**src/rtl/sar_pkg.sv**
```systemverilog
package sar_pkg;
  typedef enum logic [1:0] {
    ST_IDLE = 2'd0,
    ST_CONV = 2'd1,
    ST_FIN  = 2'd2
  } sar_state_e;
endpackage

```
**src/rtl/sar_ctrl.sv**
```systemverilog
module sar_ctrl #(
  parameter int W = 12,
  localparam int IW = $clog2(W)
) (
  input  logic          clk,
  input  logic          rst_n,
  input  logic          start_i,
  output logic          busy_o,
  output logic          load_o,
  output logic          step_o,
  output logic          fin_o,
  output logic [IW-1:0] idx_o
);
  import sar_pkg::*;

  sar_state_e    state_q, state_d;
  logic [IW-1:0] idx_q, idx_d;

  always_comb begin
    state_d = state_q;
    idx_d   = idx_q;
    load_o  = 1'b0;
    step_o  = 1'b0;
    fin_o   = 1'b0;
    unique case (state_q)
      ST_IDLE: begin
        if (start_i) begin
          load_o  = 1'b1;
          state_d = ST_CONV;
          idx_d   = IW'(W - 1);
        end
      end
      ST_CONV: begin
        step_o = 1'b1;
        if (idx_q == '0) state_d = ST_FIN;
        else             idx_d   = idx_q - 1'b1;
      end
      ST_FIN: begin
        fin_o   = 1'b1;
        state_d = ST_IDLE;
      end
      default: state_d = ST_IDLE;
    endcase
  end

  always_ff @(posedge clk or negedge rst_n) begin
    if (!rst_n) begin
      state_q <= ST_IDLE;
      idx_q   <= '0;
    end else begin
      state_q <= state_d;
      idx_q   <= idx_d;
    end
  end

  assign busy_o = (state_q != ST_IDLE);
  assign idx_o  = idx_q;
endmodule

```
**src/rtl/sar_trial.sv**
```systemverilog
module sar_trial #(
  parameter int W = 12,
  localparam int IW = $clog2(W)
) (
  input  logic          clk,
  input  logic          rst_n,
  input  logic          load_i,
  input  logic          step_i,
  input  logic [IW-1:0] idx_i,
  input  logic          cmp_i,
  output logic [W-1:0]  trial_o
);
  logic [W-1:0] trial_q, trial_d;
  logic         en;

  assign en = load_i | step_i;

  for (genvar b = 0; b < W; b++) begin : g_bit
    always_comb begin
      trial_d[b] = trial_q[b];
      if (load_i)                                trial_d[b] = (b == W - 1);
      else if (step_i && int'(idx_i) == b)       trial_d[b] = cmp_i;
      else if (step_i && int'(idx_i) == b + 1)   trial_d[b] = 1'b1;
    end
  end

  always_ff @(posedge clk or negedge rst_n) begin
    if (!rst_n)  trial_q <= '0;
    else if (en) trial_q <= trial_d;
  end

  assign trial_o = trial_q;
endmodule

```
**src/rtl/sar_result.sv**
```systemverilog
module sar_result #(
  parameter int W = 12
) (
  input  logic         clk,
  input  logic         rst_n,
  input  logic         fin_i,
  input  logic [W-1:0] code_i,
  output logic [W-1:0] result_o,
  output logic         done_o
);
  logic [W-1:0] res_q, res_d;
  logic         done_q;

  assign res_d = {~code_i[W-1], code_i[W-2:0]};

  always_ff @(posedge clk or negedge rst_n) begin
    if (!rst_n)     res_q <= '0;
    else if (fin_i) res_q <= res_d;
  end

  always_ff @(posedge clk or negedge rst_n) begin
    if (!rst_n) done_q <= 1'b0;
    else        done_q <= fin_i;
  end

  assign result_o = res_q;
  assign done_o   = done_q;
endmodule

```
**src/rtl/sar_seq.sv**
```systemverilog
module sar_seq #(
  parameter int W = 12,
  localparam int IW = $clog2(W)
) (
  input  logic         clk,
  input  logic         rst_n,
  input  logic         start_i,
  input  logic         cmp_i,
  output logic [W-1:0] trial_o,
  output logic         hold_o,
  output logic         busy_o,
  output logic         done_o,
  output logic [W-1:0] result_o
);
  logic          busy, load, step, fin;
  logic [IW-1:0] idx;

  sar_ctrl #(.W(W)) u_ctrl (
    .clk(clk), .rst_n(rst_n), .start_i(start_i),
    .busy_o(busy), .load_o(load), .step_o(step), .fin_o(fin), .idx_o(idx)
  );

  sar_trial #(.W(W)) u_trial (
    .clk(clk), .rst_n(rst_n), .load_i(load), .step_i(step),
    .idx_i(idx), .cmp_i(cmp_i), .trial_o(trial_o)
  );

  sar_result #(.W(W)) u_result (
    .clk(clk), .rst_n(rst_n), .fin_i(fin), .code_i(trial_o),
    .result_o(result_o), .done_o(done_o)
  );

  assign busy_o = busy;
  assign hold_o = busy;
endmodule

```
**config.mk**
```make
export PLATFORM = sky130hd
export DESIGN_NAME = sar_seq
export DESIGN_NICKNAME = d
export VERILOG_FILES = /design/src/rtl/sar_pkg.sv /design/src/rtl/sar_ctrl.sv /design/src/rtl/sar_trial.sv /design/src/rtl/sar_result.sv /design/src/rtl/sar_seq.sv
export SDC_FILE = /design/constraint.sdc
export NUM_CORES = 1
export LEC_CHECK = 0
export BUFFER_PORTS_ARGS = -buffer_cell sky130_fd_sc_hd__buf_2
export CORE_MARGIN = 3
export CORE_UTILIZATION = 35
export CTS_BUF_LIST = sky130_fd_sc_hd__clkbuf_2 sky130_fd_sc_hd__clkbuf_4 sky130_fd_sc_hd__clkbuf_8
export DETAILED_ROUTE_END_ITERATION = 12
export GPL_TIMING_DRIVEN = 0
export PLACE_DENSITY = 0.65
export SYNTH_ARGS = -nofsm -noshare
export SYNTH_HDL_FRONTEND = slang
export SYNTH_SLANG_ARGS = --single-unit
```
**constraint.sdc**
```tcl
create_clock -name clk -period 1.71 [get_ports clk]
set_clock_uncertainty 0.2 [all_clocks]
set_input_delay 0.2565 -clock clk [delete_from_list [all_inputs] [get_ports clk]]
set_output_delay 0.2565 -clock clk [all_outputs]
set_load 0.01 [all_outputs]
```
Word level (Yosys, flattened, before mapping)
Cells that the tools add are included.
{"block": "word_totals", "regBits": 31, "input_bits": 4, "out_inout_bits": 27, "elab_cells": 126}
{"block": "op_classes", "n_addsub": 1, "n_eq_ne": 17, "mux": 46, "bitwise": 2, "n_reduce_logical": 44}
{"cell": "$mux 1", "n": 40}
{"cell": "$reduce_bool 3->1", "n": 12}
{"cell": "$eq 4x4->1 const B", "n": 8}
{"cell": "$reduce_and 2->1", "n": 13}
{"cell": "$logic_and 1x1->1", "n": 13}
{"cell": "$eq 4x3->1 const B", "n": 3}
{"cell": "$logic_not 4->1", "n": 2}
{"cell": "$mux 4", "n": 2}
{"cell": "$pmux 4 s2", "n": 1}
{"cell": "$eq 4x2->1 const B", "n": 1}
{"cell": "$mux 2", "n": 2}
{"cell": "$ne 2x2->1 const B", "n": 2}
{"cell": "$pmux 2 s2", "n": 1}
{"cell": "$reduce_bool 2->1", "n": 2}
{"cell": "$sub 4x1->4 const B", "n": 1}
{"cell": "$reduce_and 3->1", "n": 1}
{"cell": "$eq 2x1->1 const B", "n": 1}
{"cell": "$eq 2x2->1 const B", "n": 1}
{"cell": "$logic_not 2->1", "n": 1}
{"cell": "$ne 2x1->1 const B", "n": 1}
{"cell": "$not 1->1", "n": 1}
{"cell": "$or 1x1->1", "n": 1}

Longest topological paths before layout
{"block": "depth", "depth_word": 6, "ltp_mapped": 5, "ltp_nobuf": 5}

Modules after synthesis
A second synthesis with hierarchy kept.
{"block": "hier_totals", "cells_unflattened": 125, "hier_area_um2": 1492.7}
{"module": "sar_trial", "instances": 1, "cells_each": 64, "area_per_inst_um2": 654.4, "seq_area_each_um2": 300.3}
{"module": "sar_result", "instances": 1, "cells_each": 27, "area_per_inst_um2": 508.0, "seq_area_each_um2": 325.3}
{"module": "sar_ctrl", "instances": 1, "cells_each": 33, "area_per_inst_um2": 322.8, "seq_area_each_um2": 150.1}
{"module": "sar_seq", "instances": 1, "cells_each": 1, "area_per_inst_um2": 7.5, "seq_area_each_um2": 0.0}

Worst setup path before layout
No wires, ideal clock.
{"block": "synth_timing", "kind": "register to register", "start": "register u_ctrl.idx_q[0], in the netlist u_ctrl.idx_o[0]", "end": "register u_ctrl.idx_q[3], in the netlist u_ctrl.idx_o[3]", "setup_time_ns": 0.069, "arrival_time_ns": 1.510, "required_ns": 1.441, "setup_slack_ns": -0.069, "stages_incl_launch_ff": 6, "path_buffers": 0, "period_less_slack_ns": 1.779, "path_cell_list": "dfrtp_1 > inv_1 > ha_1 > and4bb_2 > or4_1 > nand3_1"}
{"block": "synth_via", "elab_chain_cells": 3, "elab_cells_between_ends": 6, "cone_classes": "add/sub: 1; eq/ne: 1; mux: 2; reduce/logical: 2"}
{"element": "from (decl)", "line": "sar_ctrl.sv:17", "rtl": "logic [IW-1:0] idx_q, idx_d;"}
{"element": "from (signal assigned)", "line": "sar_ctrl.sv:52", "rtl": "idx_q <= idx_d;"}
{"element": "$sub 4x1->4 / $logic_not 4->1 (equally long branches)", "line": "sar_ctrl.sv:36, sar_ctrl.sv:35"}
{"element": "$mux 4 / $ne 2x2->1 (equally long branches)"}
{"element": "$pmux 4 s2 / $reduce_and 3->1 (equally long branches)"}
Several ways; a longest one is shown, not always the timed one. The select of a mux whose other input is x is not followed.
A chain may end at the register's enable or synchronous reset.

Final worst setup path
{"block": "layout_timing", "start": "register u_ctrl.state_q[1]", "end": "register u_ctrl.idx_q[3], in the netlist u_ctrl.idx_o[3]"}
{"block": "layout_via", "elab_chain_cells": 3, "elab_cells_between_ends": 7, "cone_classes": "eq/ne: 3; mux: 1; reduce/logical: 3"}
{"element": "from (decl)", "line": "sar_ctrl.sv:16", "rtl": "sar_state_e state_q, state_d;"}
{"element": "from (signal assigned)", "line": "sar_ctrl.sv:51", "rtl": "state_q <= state_d;"}
{"element": "$eq 2x1->1 / $logic_not 2->1 (equally long branches)", "line": "sar_ctrl.sv:25", "rtl": "unique case (state_q)"}
{"element": "$ne 2x2->1 (no line) / $reduce_bool 2->1 (equally long branches)"}
{"element": "$reduce_and 3->1 (no line)"}
Several ways; a longest one is shown, not always the timed one.

==> results.md <==
Run status:
- The flow ran to the end, but the final reports show violations.
- The checks that failed: setup timing.

Timing:
- The slack of the critical path is -0.00881 ns.
- The measured slew at the worst slew-check pin is 0.673 ns.
- The hold violation total from the final report is 0.
- The max-slew headroom at the worst pin is 55.1%.
- The final period utilization is 101%.
- For this run, the top clock speed supported by timing is 0.582 GHz.
- Setup repair after global routing could not meet its margin everywhere.
- Setup violations remaining at the end of the flow were counted as 1.
- The number of pins exceeding their max-slew limit in the final report is 0.
- The routed design could run at a clock period as short as 1.72 ns.

GRT:
- The first global-routing pass estimated 5780 um of wire.
- The met1 layer usage reported by global route is 16.1%.
- The global router's overall resource usage is 14.2%.
- met2 is the most crowded layer.
- The number of antenna violations at the first check in global routing is 0.
- For this run the aggregate overflow at the end of global routing stands at 0.
- The met3 layer usage reported by global route is 4.55%.
- The pin count of the biggest net entering global routing is 32.
- The via count of the first global-routing pass is 1265.
- The met2 demand-to-capacity share in global routing is 24.5%.

Floorplanning:
- The number of placement rows is 23.
- The die span in y is 73.2 um.
- The initial utilization of the core area, before any placement, comes to 37.9%.
- The floorplan step defined a die boundary enclosing 0.00536 mm^2.
- The die boundary width is 73.2 um.
- The I/O pin total is 31.
- The standard cell core area is 0.00417 mm^2.

Setup path:
- The slowest library cell on the worst path is sky130_fd_sc_hd__or4_1.
- STA classifies the critical path startpoint as a register.
- Traced cell by cell, the critical path runs through clkbuf_8, buf_4, o21bai_4, or4_1, nand3_1.
- For this run, the slowest stage of the critical path takes 0.48 ns.
- The reg-to-reg endpoint is u_ctrl.idx_o[3]$_DFFE_PN0P_.
- The number of cells on the worst reg-to-reg path is 5.
- The number of buffers and inverters on the critical path is 2.
- The critical path class is reg -> reg.
- Among cell families on the critical path, the largest total delay comes from simple AND/OR/NAND/NOR gates.
- The worst reg2reg path startpoint is u_ctrl.state_q[1]$_DFFE_PN0P_.
- The critical path capture point type is a register.
- Along the worst path, the maximum fanout reaches 9.
- In this run the register-to-register setup slack is -0.009 ns.
- The required arrival time at the worst endpoint is 1.73 ns.
- STA puts the critical path data arrival time at 1.73 ns.

Synth:
- Of the synthesized area, sequential elements account for 49.0%.
- In the synthesized netlist, the number of instances is 145.
- The synthesis warning total is 0.
- The synthesized cell area is 0.00158 mm^2.
- For this run, asynchronously set or reset flops after synthesis account for 100%.
- Among all flip-flop cells after synthesis, the most frequent one is sky130_fd_sc_hd__dfrtp_1.
- The number of nets in the synthesized netlist is 153.
- The post-synthesis average cell area is 10.9 um^2.
- Synthesis inferred 31 register bits.
- The number of distinct library cells after synthesis is 38.
- The synthesized design contains 0 enable-type register cells.

Pwr:
- VDD sags by at most 0.533 mV.
- The leakage power is 0.959 nW.
- For this design the ratio of total power to cell area is 1920 mW/mm^2.
- The power consumption is 3.88 mW.

Layout:
- The area growth from synthesis to layout is 27.9%.
- The count of fill cells added during filler insertion is 377.
- 0 antenna diodes ended up in the layout.
- The final layout net count is 196.
- Leaving out fill and tap cells, the most frequent cells in the layout are sky130_fd_sc_hd__dfrtp_1 (31), sky130_fd_sc_hd__buf_2 (29), sky130_fd_sc_hd__buf_4 (20).
- The share of layout cells above drive strength 1 is 48.4%.
- The leading cell type in the layout, fill and taps excluded is sky130_fd_sc_hd__dfrtp_1.

Placed design:
- The setup slack after placement is -0.0913 ns.
- The count of input and output buffers is 29.
- The post-DP HPWL is 2480 um.
- Routability-driven placement finished with a final weighted congestion of 0.876.

Hold path:
- The worst hold path passes through 3 cells.
- The worst min-delay path category is in -> reg.
- The worst hold path terminates at u_ctrl.state_q[0]$_DFFE_PN0P_.
- In this run the most critical hold path is launched from start_i.

Clocking:
- The H-tree was split into 2 levels.
- After clock tree synthesis, the clock-pin slew on the worst setup and hold paths is 0.06 ns.
- TritonCTS built the clock tree.
- Clock tree synthesis selected as its root buffer the cell sky130_fd_sc_hd__clkbuf_8.
- The number of CTS-inserted buffers is 5.
- The clock reaches the later pin of the worst-skew pair after 0.28 ns.
- The total number of clock tree sinks is 31.
- The buffer levels on the longest clock path is 2.

Drt:
- The first TritonRoute pass finished after 4 iterations.
- The via count is 1229.
- The average vias per placed instance is 5.16.
- In the final routed layout, each cell accounts on average for 14.7 um.
- The starting DRC count in detailed routing is 26.
- After detailed routing, the number of remaining DRC violations is 0.
- The detail route stage leaves a number of antenna-violating nets equal to 0.
- The final layout contains routed wiring with a total length of 3490 um.

Job:
- The max capacitance violation total is 0.
how the worst max path moves through the flow:
stage / start / to / depth (start not counted)
2_1_floorplan: u_ctrl.idx_o[1]$_DFFE_PN0P_ / u_ctrl.idx_o[3]$_DFFE_PN0P_ / 5
3_3_place_gp: u_ctrl.state_q[0]$_DFFE_PN0P_ / u_result.result_o[3]$_DFFE_PN0P_ / 4
5_1_grt: u_ctrl.idx_o[1]$_DFFE_PN0P_ / u_ctrl.idx_o[3]$_DFFE_PN0P_ / 5
6_report: u_ctrl.state_q[1]$_DFFE_PN0P_ / u_ctrl.idx_o[3]$_DFFE_PN0P_ / 5
4_1_cts: u_ctrl.state_q[0]$_DFFE_PN0P_ / hold_o / 4
3_5_place_dp: u_ctrl.idx_o[1]$_DFFE_PN0P_ / u_ctrl.idx_o[3]$_DFFE_PN0P_ / 5
cells in the mapped netlist, types with 2 or more instances:
cell type	n	area (um^2)
sky130_fd_sc_hd__a31oi_1	9	56.3
sky130_fd_sc_hd__and3b_1	2	17.5
sky130_fd_sc_hd__buf_2	2	10.0
sky130_fd_sc_hd__buf_4	14	105
sky130_fd_sc_hd__dfrtp_1	31	776
sky130_fd_sc_hd__ha_1	4	50.1
sky130_fd_sc_hd__inv_1	5	18.8
sky130_fd_sc_hd__mux2_2	12	135
sky130_fd_sc_hd__mux2i_1	3	30.0
sky130_fd_sc_hd__nand3b_1	2	15.0
sky130_fd_sc_hd__nand4bb_1	2	22.5
sky130_fd_sc_hd__nor2_1	12	45.0
sky130_fd_sc_hd__nor2b_1	3	18.8
sky130_fd_sc_hd__nor3_1	9	45.0
sky130_fd_sc_hd__o21ai_0	7	35.0
sky130_fd_sc_hd__o31ai_1	2	15.0
sky130_fd_sc_hd__or2_2	5	31.3
worst reg2reg max path: stages, from the launching register on:
cell and delay (ns):
sky130_fd_sc_hd__dfrtp_1 0.39, sky130_fd_sc_hd__clkbuf_8 0.14, sky130_fd_sc_hd__buf_4 0.16, sky130_fd_sc_hd__o21bai_4 0.19, sky130_fd_sc_hd__or4_1 0.48, sky130_fd_sc_hd__nand3_1 0.10
power breakdown:
| part | total, mW | internal, mW | switching, mW |
|---|---|---|---|
| Combinational | 2.09 | 1.05 | 1.04 |
| Sequential | 1.23 | 1.04 | 0.188 |
| Clock | 0.565 | 0.315 | 0.250 |
metrics by stage:
stage | instance area (um^2) | util, % | std cells | hold slack [ns] | setup TNS (ns)
global placement | 1800 | 43.2 | 224 | 0.124 | -0.431
floorplan | 1600 | - | 145 | -0.239 | 0
CTS | 2000 | 47.8 | 239 | 0.0889 | -0.0104
finish | 2020 | 48.5 | 238 | 0.109 | -0.00881
global route | 2020 | 48.5 | 238 | 0.115 | -0.0591
detailed placement | 1800 | 43.2 | 224 | 0.134 | -0.767
final cells by class:
class | instances | area (um^2) | area share, %
flip-flops and latches | 31 | 776 | 38.3
multi-input cells | 89 | 712 | 35.2
repair buffers | 38 | 221 | 10.9
plain buffers | 18 | 146 | 7.23
clock buffers | 6 | 82.6 | 4.08
well taps | 50 | 62.6 | 3.09
inverters | 5 | 18.8 | 0.927
clock inverters | 1 | 5.00 | 0.247
logic make-up after synthesis:
group | count (synthesis) | synth area share [%]
buffers and inverters | 25 | 9.96
multiplexers | 15 | 10.4
flip-flops | 31 | 49.0
adder cells (fa/ha/maj) | 4 | 3.16
AO/OA/AOI/OAI | 26 | 10.4
AND/OR/NAND/NOR | 44 | 17.0
state kept, by name, indices dropped and copies added, names as in the netlist:
| signal | flops |
|---|---|
| u_ctrl.idx_o | 4 |
| u_trial.trial_o | 12 |
| u_result.done_o | 1 |
| u_ctrl.state_q | 2 |
| u_result.result_o | 12 |
metal layers:
metal,part of all wire [%],vias to the layer above
met5,0,-
met4,1.7,0
met3,4.4,5
met2,55,30
met1,39,607
li1,-,587
repair_timing:
action	CTS	global route
hold buffers	1	0
hold endpoints to repair	31	0
setup endpoints to repair	11	18
setup buffers	8	0
gates resized for setup	11	12
pin swaps	3	4
Note: power is estimated with default switching activity, not from simulation.
